[src/rtl/irqv_pkg.sv]
package irqv_pkg;

    typedef struct packed {
        logic       valid;
        logic [7:0] idx;
    } src_pick_t;

    function automatic logic [15:0] vec_addr(input logic [15:0] base,
                                             input logic [7:0]  slot);
        return base | {7'd0, slot, 1'b0};
    endfunction

endpackage

[src/rtl/irqv_src_merge.sv]
module irqv_src_merge #(
    parameter int FPS = 2
) (
    input  logic [FPS-1:0] flag,
    input  logic [FPS-1:0] en,
    output logic           req
);
    assign req = |(flag & en);
endmodule

[src/rtl/irqv_prio.sv]
module irqv_prio
    import irqv_pkg::*;
#(
    parameter int N = 6
) (
    input  logic [N-1:0] req,
    output src_pick_t    pick
);
    always_comb begin
        pick = '0;
        for (int i = N - 1; i >= 0; i--) begin
            if (req[i]) begin
                pick.valid = 1'b1;
                pick.idx   = 8'(i);
            end
        end
    end

    always_comb begin
        if (pick.valid) begin
            AST_PRIO_HIT: assert (req[pick.idx[$clog2(N)-1:0]]);
        end
    end
endmodule

[src/rtl/irqv_seq.sv]
module irqv_seq
    import irqv_pkg::*;
#(
    parameter int          N_HW      = 6,
    parameter logic [15:0] USER_BASE = 16'hFFF0,
    parameter logic [15:0] TEST_BASE = 16'hFFE0
) (
    input  logic        clk,
    input  logic        rst,
    input  logic        rst_req,
    input  logic        swi_fetch,
    input  logic        insn_bound,
    input  logic        seq_busy,
    input  logic        vec_ack,
    input  logic        ccr_stacked,
    input  logic        i_bit,
    input  logic        self_chk,
    input  src_pick_t   hw_pick,
    output logic        take_o,
    output logic [15:0] vector_o,
    output logic        set_i_o
);
    localparam logic [7:0] SLOT_RST = 8'(N_HW + 1);
    localparam logic [7:0] SLOT_SWI = 8'(N_HW);
    localparam logic [7:0] SLOT_HW0 = 8'(N_HW - 1);

    logic        hold_q, hold_rst_q, swi_pend_q, take_q, set_i_q;
    logic [15:0] vec_q;
    logic        can_arb, swi_accept, take_swi, take_hw;
    logic [15:0] base;
    logic [7:0]  slot;

    assign base       = self_chk ? TEST_BASE : USER_BASE;
    assign can_arb    = insn_bound & ~seq_busy & ~hold_q;
    assign swi_accept = swi_fetch & ~hold_q & ~seq_busy & ~swi_pend_q;
    assign take_swi   = can_arb & swi_pend_q;
    assign take_hw    = can_arb & ~swi_pend_q & ~swi_accept & hw_pick.valid & ~i_bit;
    assign slot       = take_swi ? SLOT_SWI : (SLOT_HW0 - hw_pick.idx);

    always_ff @(posedge clk) begin
        if (rst) begin
            hold_q     <= 1'b0;
            hold_rst_q <= 1'b0;
            swi_pend_q <= 1'b0;
            take_q     <= 1'b0;
            set_i_q    <= 1'b0;
            vec_q      <= '0;
        end else if (rst_req) begin
            hold_q     <= 1'b1;
            hold_rst_q <= 1'b1;
            swi_pend_q <= 1'b0;
            take_q     <= 1'b1;
            set_i_q    <= 1'b1;
            vec_q      <= vec_addr(base, SLOT_RST);
        end else begin
            take_q  <= take_swi | take_hw;
            set_i_q <= hold_q & ccr_stacked & ~hold_rst_q;
            if (take_swi | take_hw) begin
                hold_q     <= 1'b1;
                hold_rst_q <= 1'b0;
                vec_q      <= vec_addr(base, slot);
            end else if (hold_q && vec_ack) begin
                hold_q <= 1'b0;
            end
            if (take_swi)        swi_pend_q <= 1'b0;
            else if (swi_accept) swi_pend_q <= 1'b1;
        end
    end

    assign take_o   = take_q;
    assign vector_o = vec_q;
    assign set_i_o  = set_i_q;

    AST_TAKE_AT_BOUND: assert property (@(posedge clk) disable iff (rst)
        (!rst_req && !insn_bound) |=> !take_o);
    AST_VEC_HELD: assert property (@(posedge clk) disable iff (rst)
        (hold_q && !vec_ack && !rst_req) |=> $stable(vector_o));
    AST_RST_WINS: assert property (@(posedge clk) disable iff (rst)
        rst_req |=> (take_o && set_i_o && vector_o[3:0] == 4'hE));
    AST_MASKED: assert property (@(posedge clk) disable iff (rst)
        (i_bit && !rst_req && !swi_pend_q) |=> !take_o);
    AST_SETI_LATE: assert property (@(posedge clk) disable iff (rst)
        (!rst_req && !(hold_q && ccr_stacked)) |=> !set_i_o);
    AST_SWI_LOCK: assert property (@(posedge clk) disable iff (rst)
        (swi_pend_q && !rst_req) |=> (!take_o || vector_o[3:0] == 4'hC));
endmodule

[src/rtl/irq_vector_ctrl.sv]
module irq_vector_ctrl
    import irqv_pkg::*;
#(
    parameter int          N_HW      = 6,
    parameter int          FPS       = 2,
    parameter logic [15:0] USER_BASE = 16'hFFF0,
    parameter logic [15:0] TEST_BASE = 16'hFFE0
) (
    input  logic                clk,
    input  logic                rst,
    input  logic                rst_req,
    input  logic                swi_fetch,
    input  logic                insn_bound,
    input  logic                seq_busy,
    input  logic                vec_ack,
    input  logic                ccr_stacked,
    input  logic                i_bit,
    input  logic                self_chk,
    input  logic [N_HW*FPS-1:0] src_flag,
    input  logic [N_HW*FPS-1:0] src_en,
    output logic                take_o,
    output logic [15:0]         vector_o,
    output logic                set_i_o
);
    logic [N_HW-1:0] hw_req;
    src_pick_t       hw_pick;

    for (genvar g = 0; g < N_HW; g++) begin : g_src
        irqv_src_merge #(.FPS(FPS)) u_merge (
            .flag (src_flag[g*FPS +: FPS]),
            .en   (src_en[g*FPS +: FPS]),
            .req  (hw_req[g])
        );
    end

    irqv_prio #(.N(N_HW)) u_prio (
        .req  (hw_req),
        .pick (hw_pick)
    );

    irqv_seq #(
        .N_HW      (N_HW),
        .USER_BASE (USER_BASE),
        .TEST_BASE (TEST_BASE)
    ) u_seq (
        .clk         (clk),
        .rst         (rst),
        .rst_req     (rst_req),
        .swi_fetch   (swi_fetch),
        .insn_bound  (insn_bound),
        .seq_busy    (seq_busy),
        .vec_ack     (vec_ack),
        .ccr_stacked (ccr_stacked),
        .i_bit       (i_bit),
        .self_chk    (self_chk),
        .hw_pick     (hw_pick),
        .take_o      (take_o),
        .vector_o    (vector_o),
        .set_i_o     (set_i_o)
    );
endmodule

[config.mk]
export PLATFORM = sky130hd
export DESIGN_NAME = irq_vector_ctrl
export DESIGN_NICKNAME = d
export VERILOG_FILES = /design/src/rtl/irqv_pkg.sv /design/src/rtl/irqv_src_merge.sv /design/src/rtl/irqv_prio.sv /design/src/rtl/irqv_seq.sv /design/src/rtl/irq_vector_ctrl.sv
export SDC_FILE = /design/constraint.sdc
export NUM_CORES = 1
export LEC_CHECK = 0
export ABC_AREA = 1
export BUFFER_PORTS_ARGS = -buffer_cell sky130_fd_sc_hd__buf_2
export CAP_MARGIN = 20
export CORE_UTILIZATION = 34
export DETAILED_ROUTE_END_ITERATION = 12
export GPL_ROUTABILITY_DRIVEN = 0
export MAX_ROUTING_LAYER = met4
export PLACE_DENSITY = 0.73
export SYNTH_ARGS = -nofsm -noshare
export SYNTH_HDL_FRONTEND = slang
export SYNTH_SLANG_ARGS = --single-unit
[constraint.sdc]
create_clock -name clk -period 1 [get_ports clk]
set_input_delay 0.1 -clock clk [delete_from_list [all_inputs] [get_ports clk]]
set_output_delay 0.1 -clock clk [all_outputs]
set_load 0.05 [all_outputs]
==> qor.csv, run 1 <==
metric;value;unit
post-place-ws;-206.9;ps
rows;15;
synthCells;103;
crit_path_end_kind;register;
area_delta_synth_final;58.54;%
total_power;1.395;mW
power.share.switching;41.39;%
port_buffers;50;
path_clk_slew;70;ps
skew;8.889;ps
die_w;46.29;µm
vdd.ir_drop.worst;635.1;µV
fin_ws;-230.3;ps
rsz0062_at_grt;yes;
min_to;u_seq.hold_q;
min_from;vec_ack;
drc_errors;0;
grt_pass1_wl;2.725;mm
setup_viol;18;
ys_seq_area_share;30.02;%
globalRouteOverflowTotal;0;
drtIter0Drc;12;
dieArea;2143;µm²
insertion_delay;270;ps
maxSlewViolCount;0;
r2r_end;u_seq.vector_o[4];
drt_pass1_iterations;4;
final_hold_viol_count;0;
reg2reg_from;u_seq.hold_q;
max-clock-path-buffers;2;
syn_area;666.9;µm²
synth_compound_area_share;8.443;%
synth_area_leaders;dfxtp_1 30%, nand2_1 21%, buf_4 12%, inv_1 6.2%, nor2_1 4.5%;
cts_root_buf;clkbuf_4;
synth_simple_gate_area_share;38.09;%
htree_levels;1;
hold_ws;8.203;ps
nNetsFinal;189;
r2r_slack;-230;ps
power_frac_comb;47.4;%
finalCriticalPeriod;1230;ps
powerDensity;1319;nW/µm²
cts_tree;yes;
synth_area_per_cell;6.475;µm²
track_usage;17.94;%
p_switching;577.3;µW
hp-class;primary input to register;
min_path_cells;2;
cp_max_fo;3;
synth_fp_nets;138;
grt_max_degree;13;
synthXorXnorAreaFrac;0;%
antenna_found_initial;0;
final_layout_size_suffix_gt1_share;53.29;%
ios;52;
synth.mux.area_fraction;0;%
start_util;37.40;%
synth_top_area_cell;dfxtp_1;
place_hpwl;1.294;mm
post-route-util;59.30;%
synthDistinctLibCells;21;
vias;766;
final.period_utilization;123.0;%
critPathKind;register to register;
rr_worst_depth;9;
viasPerCell;4.328;
drtAntennaViolNets;0;
cts_num_sinks;10;
wl;1.872;mm
synth_top_family_by_area;simple AND/OR/NAND/NOR gates;
die_h;46.29;µm
internal-power;817.4;µW
core_area;1783;µm²
diodes;0;
crit_arrival;1380;ps
grt_pass1_vias;741;
synthAdderAreaFrac;1.876;%
cp.required;1150;ps
p_leak;0.6175;nW
p_seq_share;32.3;%
cp-start-kind;register;
clkPwrFrac;20.3;%
cts_made_buffers;3;
yosysWarnings;0;
violations;setup timing;
max_cap_viol_count;0;
timing.fmax;812.8;MHz
ys_seq_elements;10;
status;finished, violations left;
wl_per_cell;10.58;µm
synth_top_area_share;30.02;%
[critical path, stage by stage, from the launching register on]
cell	delay, ps
dfxtp_2	330
nor3b_2	190
buf_4	140
nand2_2	50
nand2_2	80
inv_2	60
nand2_4	80
inv_2	40
nor2_1	70
nor2_1	60
[cell usage after synthesis (all sizes together)]
| library cell | n |
|---|---|
| nor3b | 1 |
| nand3 | 4 |
| buf | 11 |
| ha | 1 |
| inv | 14 |
| clkinv | 1 |
| o21ai | 2 |
| o31ai | 1 |
| o21bai | 1 |
| dfxtp | 10 |
| conb | 1 |
| a21oi | 4 |
| nor2 | 10 |
| nand2 | 41 |
| nor3 | 1 |
[layout by cell type, fill, tap and decap left out]
| cell type | n |
|---|---|
| dfxtp_2 | 1 |
| inv_1 | 10 |
| buf_4 | 5 |
| nor3b_2 | 1 |
| o21ai_1 | 1 |
| clkbuf_4 | 3 |
| nand2_4 | 2 |
| buf_6 | 7 |
| dfxtp_4 | 1 |
| dfxtp_1 | 8 |
| nand2_2 | 4 |
| nor2_1 | 7 |
| o31ai_2 | 1 |
| nand3_1 | 4 |
| a21oi_1 | 3 |
| o21bai_2 | 1 |
| clkinv_2 | 1 |
| o21ai_2 | 1 |
| buf_2 | 39 |
| ha_1 | 1 |
| nor2_2 | 3 |
| nor3_1 | 1 |
| conb_1 | 1 |
| a21oi_2 | 1 |
| buf_8 | 6 |
| inv_2 | 4 |
| nand2_1 | 35 |
[worst max path at each step]
stage | slack (ps) | start | cells after the start | endpoint
floorplan | -110 | u_seq.hold_q | 8 | u_seq.vector_o[3]
global route | -300 | u_seq.hold_q | 8 | u_seq.vector_o[4]
CTS | -200 | u_seq.hold_q | 8 | u_seq.vector_o[4]
finish | -230 | u_seq.hold_q | 9 | u_seq.vector_o[4]
detailed placement | -210 | u_seq.hold_q | 8 | u_seq.vector_o[3]
global placement | -190 | u_seq.hold_q | 8 | u_seq.vector_o[4]
[flip-flops by register name, summed over array words and instances, names as in the netlist]
name and flops:
u_seq.take_o 1, u_seq.vector_o 5, u_seq.swi_pend_q 1, u_seq.hold_rst_q 1, u_seq.hold_q 1, u_seq.set_i_o 1
[layer usage]
layer,vias up,GRT usage (%),routed length (µm),part of all wire [%]
li1,401,-,-,-
met1,343,18.87,746,40
met4,0,6.471,13,0.69
met2,19,33.80,1056,56
met5,-,-,0,0
met3,3,1.961,55,2.9
[cells by family (layout without fill, tap and decap cells)]
family / count (synthesis) / after routing
and+or+nand+nor: 57 / 57
other: 1 / 1
DFF: 10 / 10
buffers and inverters: 26 / 75
adders and majority gates: 1 / 1
AOI/OAI and AO/OA: 8 / 8
[power by group through the flow]
| stage | Clock (mW) | Combinational, mW | Sequential [mW] |
|---|---|---|---|
| after global routing | 0.295 | 0.702 | 0.453 |
| final | 0.284 | 0.661 | 0.451 |
| after global placement | 0 | 0.521 | 0.459 |
| after floorplan | 0 | 0.347 | 0.541 |
| after detailed placement | 0 | 0.529 | 0.461 |
| after CTS | 0.278 | 0.585 | 0.463 |
[layout make-up]
cell class	instances	area, µm²
flip-flops and latches	10	205.2
well taps	25	31.28
repair buffers	57	401.6
inverters	15	57.56
fillers	169	725.7
clock buffers	3	22.52
multi-input cells	67	339.1
[stage by stage]
stage               instances  TNS, ps  instance area [µm²]
floorplan                 103   -410.6                668.1
global placement          170    -1014                889.6
detailed placement        170    -1174                889.6
CTS                       174    -1286                988.4
global route              177    -2752                 1057
finish                    177    -1934                 1057
[timing repair]
item | CTS | global route
setup buffers | 1 | 3
hold buffers | 0 | 0
setup endpoints to repair | 19 | 20
resized for setup | 24 | 14
pin swaps | 2 | 1
gates cloned | 0 | 0
Power figures use the tool's default switching activity.
==> inputs of run 2 (changes only) <==
--- a/config.mk
+++ b/config.mk
@@ -7,12 +7,13 @@
 export LEC_CHECK = 0
 export ABC_AREA = 1
 export BUFFER_PORTS_ARGS = -buffer_cell sky130_fd_sc_hd__buf_2
-export CAP_MARGIN = 20
+export CAP_MARGIN = 30
 export CORE_UTILIZATION = 34
 export DETAILED_ROUTE_END_ITERATION = 12
 export GPL_ROUTABILITY_DRIVEN = 0
 export MAX_ROUTING_LAYER = met4
 export PLACE_DENSITY = 0.73
+export SETUP_SLACK_MARGIN = 0.1
 export SYNTH_ARGS = -nofsm -noshare
 export SYNTH_HDL_FRONTEND = slang
 export SYNTH_SLANG_ARGS = --single-unit
==> qor.csv, run 2 (synthesis gave the netlist of run 1 again) <==
metric;value;unit;change
max-clock-path-buffers;2;;unchanged
cp.required;1180;ps;+30 ps
critPathKind;register to register;;
multi_input_area;365.4;µm²;+7.7%
start_util;37.40;%;unchanged
crit_arrival;1500;ps;+120 ps
critical_path.top_delay_family;compound AO/OA/AOI/OAI gates;;
place_area;904.6;µm²;+1.7%
rsz0062_at_grt;yes;;
crit_path_cell_trace;inv_1, nand2_1, o21bai_2, nor2_2, nand2_2, buf_4, nand2_2, a21oi_1;;
crit_path_end;u_seq.vector_o[2];;
violations;setup timing;;
final.period_utilization;132.1;%;+9.1 points
internal-power;1.008;mW;+23%
area_delta_synth_final;83.87;%;
clkPwrFrac;23.3;%;+3.0 points
p_leak;0.6665;nW;+7.9%
p_seq_share;27.9;%;-4.4 points
track_usage;19.97;%;+2.0 points
ios;52;;unchanged
grt_pass1_vias;793;;+7.0%
worst-path-stages;8;;-1
die_h;46.29;µm;unchanged
path_clk_slew;80;ps;about the same
status;finished, violations left;;
mostFrequentLayoutCells;33 x nand2_1, 33 x buf_2, 12 x buf_12;;
cts_made_buffers;3;;unchanged
hold_ws;33.43;ps;+25.23 ps
cp-startpoint;u_seq.hold_q;;
die_w;46.29;µm;unchanged
cp_common_cell;nand2_2;;
drtAntennaViolNets;0;;unchanged
globalRouteOverflowTotal;0;;unchanged
hp-class;primary input to register;;
rows;15;;unchanged
viasPerCell;4.579;;+5.8%
power_frac_comb;48.8;%;+1.4 points
total_power;1.655;mW;+19%
grt_max_degree;10;;-3
met3WireLength;71;µm;+29%
cts_tree;yes;;
place_hpwl;1.362;mm;+5.3%
timing.fmax;756.8;MHz;-6.9%
cp-start-kind;register;;
powerDensity;1350;nW/µm²;+2.3%
finalCriticalPeriod;1321;ps;+90.99 ps
vdd.ir_drop.worst;809.9;µV;+28%
crit_path_end_kind;register;;
max_cap_viol_count;0;;unchanged
port_buffers;50;;unchanged
largest_reg_flops;5;;unchanged
hold_buffers;0;;unchanged
wl_met2;1.340;mm;+27%
insertion_delay;270;ps;about the same
fin_ws;-321.3;ps;-90.99 ps
nNetsFinal;189;;unchanged
cp_max_fo;4;;+1
seq_area;207.7;µm²;+1.2%
critPathBufInv;2;;-1
drtIter0Drc;8;;-4
vias;815;;+6.4%
diodes;0;;unchanged
rr_worst_depth;8;;-1
wl_met1;867;µm;+16%
grt_pass1_wl;2.967;mm;+8.9%
p_switching;647.6;µW;+12%
r2r_end;u_seq.vector_o[2];;
drc_errors;0;;unchanged
skew;2.515;ps;-6.374 ps
power.share.switching;39.12;%;-2.3 points
cts_root_buf;clkbuf_4;;
r2r_slack;-320;ps;-90 ps
setup_viol;18;;unchanged
post-route-util;68.77;%;+9.5 points
wl_per_cell;13.65;µm;+29%
cpPeakStageDelay;330;ps;about the same
drt_pass1_iterations;3;;-1
cts_num_sinks;10;;unchanged
reg2reg_from;u_seq.hold_q;;
htree_levels;1;;unchanged
min_from;vec_ack;;
crit_slowest_cell;dfxtp_2;;
post-place-ws;-221.4;ps;-14.44 ps
top_layer;met4;;
maxSlewViolCount;0;;unchanged
fillerInstances;126;;-25%
design_area;1226;µm²;+16%
wl;2.430;mm;+30%
final_hold_viol_count;0;;unchanged
antenna_found_initial;0;;unchanged
final_layout_size_suffix_gt1_share;57.52;%;+4.2 points
core_area;1783;µm²;unchanged
dieArea;2143;µm²;unchanged
## run 2: changes by cell type in the layout (fill, tap and decap cells not counted), sizes merged
cell,change
clkbuf,+1
## run 2: cell type report
type                            instances  share of cell area (%)
Timing Repair Buffer                   57                   42.86
Sequential cell                        10                   16.94
Inverter                               15                   4.898
Clock buffer                            4                   2.959
Multi-Input combinational cell         67                   29.80
Tap cell                               25                   2.551
## run 2: worst min-delay path by stage
stage	to	slack [ps]	cells past startpoint
finish	u_seq.hold_q	30	2
CTS	u_seq.hold_q	10	2
global placement	u_seq.hold_q	300	2
global route	u_seq.hold_q	30	2
floorplan	u_seq.hold_rst_q	160	1
detailed placement	u_seq.hold_q	300	2
## run 2: power by group through the flow
stage	clock [mW]	combinational, mW	sequential, mW
floorplan	0	0.349	0.541
global placement	0	0.528	0.459
detailed placement	0	0.538	0.461
CTS	0.370	0.670	0.464
global route	0.416	0.847	0.465
finish	0.385	0.808	0.462
## run 2: through the flow
step | std cells | setup TNS, ps
global placement | 171 | -768.9
global route | 178 | -3612
finish | 178 | -2474
detailed placement | 171 | -1272
floorplan | 103 | -402.2
CTS | 177 | -1616
## run 2: per-layer routing
metal  vias up  track usage [%]
met2        30            36.62
met5         -                -
li1        401                -
met4         0            9.412
met3        16            2.745
met1       368            20.61
## run 2: repair_timing
item / CTS / global route
gates resized for setup: 42 / 27
setup endpoints to repair: 26 / 24
pin swaps: 1 / 2
setup buffers: 2 / 1
==> inputs of run 3 (changes only) <==
--- a/config.mk
+++ b/config.mk
@@ -13,6 +13,7 @@
 export GPL_ROUTABILITY_DRIVEN = 0
 export MAX_ROUTING_LAYER = met4
 export PLACE_DENSITY = 0.73
+export REMOVE_ABC_BUFFERS = 1
 export SETUP_SLACK_MARGIN = 0.1
 export SYNTH_ARGS = -nofsm -noshare
 export SYNTH_HDL_FRONTEND = slang
==> constraint.sdc (replaced) <==
create_clock -name clk -period 1 [get_ports clk]
set_input_delay 0.15 -clock clk [delete_from_list [all_inputs] [get_ports clk]]
set_output_delay 0.15 -clock clk [all_outputs]
set_load 0.05 [all_outputs]
==> qor.csv, run 3 (synthesis gave the netlist of run 1 again) <==
metric;value;unit;change
antenna_found_initial;0;;unchanged
max_cap_viol_count;0;;unchanged
cp_max_fo;4;;unchanged
cts_num_sinks;10;;unchanged
cts_root_buf;clkbuf_4;;
timing.fmax;817.6;MHz;+8.0%
grt_pass1_wl;2.387;mm;-20%
final_hold_viol_count;0;;unchanged
die_h;46.29;µm;unchanged
largest_reg_flops;5;;unchanged
min_path_cells;2;;unchanged
die_w;46.29;µm;unchanged
final_layout_size_suffix_gt1_share;57.05;%;-0.47 points
ios;52;;unchanged
design_area;1132;µm²;-7.7%
area_delta_synth_final;69.79;%;
fin_ws;-223.1;ps;+98.25 ps
vias;772;;-5.3%
grt_use_met2;30.14;%;-6.5 points
drt_pass1_iterations;4;;+1
diodes;0;;unchanged
power_frac_comb;49.1;%;+0.3 points
cts_tree;yes;;
nNetsFinal;193;;+2.1%
hold_ws;68.36;ps;+34.93 ps
final_common_cell;nand2_1;;
violations;setup timing;;
drtIter0Drc;13;;+5
htree_levels;1;;unchanged
cts_made_buffers;3;;unchanged
wl_per_cell;10.04;µm;-26%
drtAntennaViolNets;0;;unchanged
power.share.switching;39.51;%;+0.39 points
vdd.ir_drop.worst;950.7;µV;+17%
p_leak;0.6476;nW;-2.8%
internal-power;857.3;µW;-15%
core_area;1783;µm²;unchanged
globalRouteMet1Util;16.24;%;-4.4 points
wl;1.818;mm;-25%
globalRouteOverflowTotal;0;;unchanged
place_hpwl;1.262;mm;-7.4%
critPathKind;register to register;;
start_util;37.40;%;unchanged
finalCriticalPeriod;1223;ps;-98.25 ps
r2r_slack;-220;ps;+100 ps
setup_viol;19;;+1
rr_worst_depth;8;;unchanged
rsz0062_at_grt;yes;;
fillerInstances;157;;+25%
track_usage;15.93;%;-4.0 points
grt_pass1_vias;671;;-15%
final.period_utilization;122.3;%;-9.8 points
mostFrequentLayoutCells;36 x nand2_1, 33 x buf_2, 10 x inv_1, 10 x buf_6, 10 x buf_4;;
hp-class;primary input to register;;
place_inst;172;;+0.58%
place_area;903.4;µm²;-0.14%
powerDensity;1252;nW/µm²;-7.3%
cp-start-kind;register;;
p_seq_share;32.6;%;+4.7 points
use_met3;4.706;%;+2.0 points
top_usage_layer;met2;;
crit_arrival;1370;ps;-130 ps
skew;2.291;ps;-0.2236 ps
clkPwrFrac;18.2;%;-5.1 points
viasPerCell;4.265;;-6.8%
grt_max_degree;13;;+3
status;finished, violations left;;
drc_errors;0;;unchanged
insertion_delay;260;ps;about the same
rows;15;;unchanged
maxSlewViolCount;0;;unchanged
finalNonFillerCells;181;;+1.7%
max-clock-path-buffers;2;;unchanged
path_clk_slew;60;ps;-20 ps
port_buffers;50;;unchanged
p_switching;560.0;µW;-14%
dieArea;2143;µm²;unchanged
cp.required;1150;ps;-30 ps
crit_path_end_kind;register;;
-- run 3: stage by stage --
| stage | setup TNS, ps | power, mW | util (%) | setup slack (ps) |
|---|---|---|---|---|
| final | -1969 | 1.417 | 63.51 | -223.1 |
| after global routing | -2863 | 1.491 | 63.51 | -277.5 |
| after CTS | -2225 | 1.317 | 56.63 | -202.8 |
| after detailed placement | -1097 | 0.9923 | 50.67 | -239.1 |
| after global placement | -868.6 | 0.9843 | 50.67 | -207.1 |
| after floorplan | -36320 | 0.8253 | - | -3183 |
-- run 3: what timing repair did --
item | 4_1_cts | 5_1_grt
resized for setup | 30 | 28
endpoints found under the setup margin | 26 | 27
buffers inserted | 1 | 5
hold buffers | 0 | 0
pin swaps | 3 | 3
-- run 3: path summary, 6_finish.rpt --
path | end | from
worst min-delay path | u_seq.hold_q | vec_ack
worst max register to register | u_seq.vector_o[4] | u_seq.hold_q
worst max-delay path | u_seq.vector_o[4] | u_seq.hold_q
worst min register to register | u_seq.hold_rst_q | u_seq.hold_rst_q
-- run 3: final cells by class --
cell class              instances  area [µm²]  area share (%)
clock buffers                   3       22.52           1.989
inverters                      15       60.06           5.304
multi-input cells              67       332.8           29.39
flip-flops and latches         10       212.7           18.78
well taps                      25       31.28           2.762
repair buffers                 61       473.0           41.77
-- run 3: power by group through the flow --
stage / Clock (mW) / Sequential, mW / Combinational (mW)
2_1_floorplan: 0 / 0.689 / 0.136
3_3_place_gp: 0 / 0.458 / 0.526
3_5_place_dp: 0 / 0.460 / 0.532
4_1_cts: 0.262 / 0.464 / 0.590
5_1_grt: 0.290 / 0.465 / 0.736
6_report: 0.259 / 0.463 / 0.696
-- run 3: critical path, stage by stage, from the launching register on --
cell,delay (ps)
dfxtp_2,320
nor3b_2,180
nand2_1,80
nor2_2,130
nand2_2,110
nand2_4,110
inv_4,40
nor2_1,90
nor2_1,60
-- run 3: layer usage --
metal / vias to the layer above / part of all wire (%)
met2: 25 / 56
met1: 337 / 38
met3: 2 / 5.1
met5: - / 0
met4: 0 / 0.55
li1: 408 / -
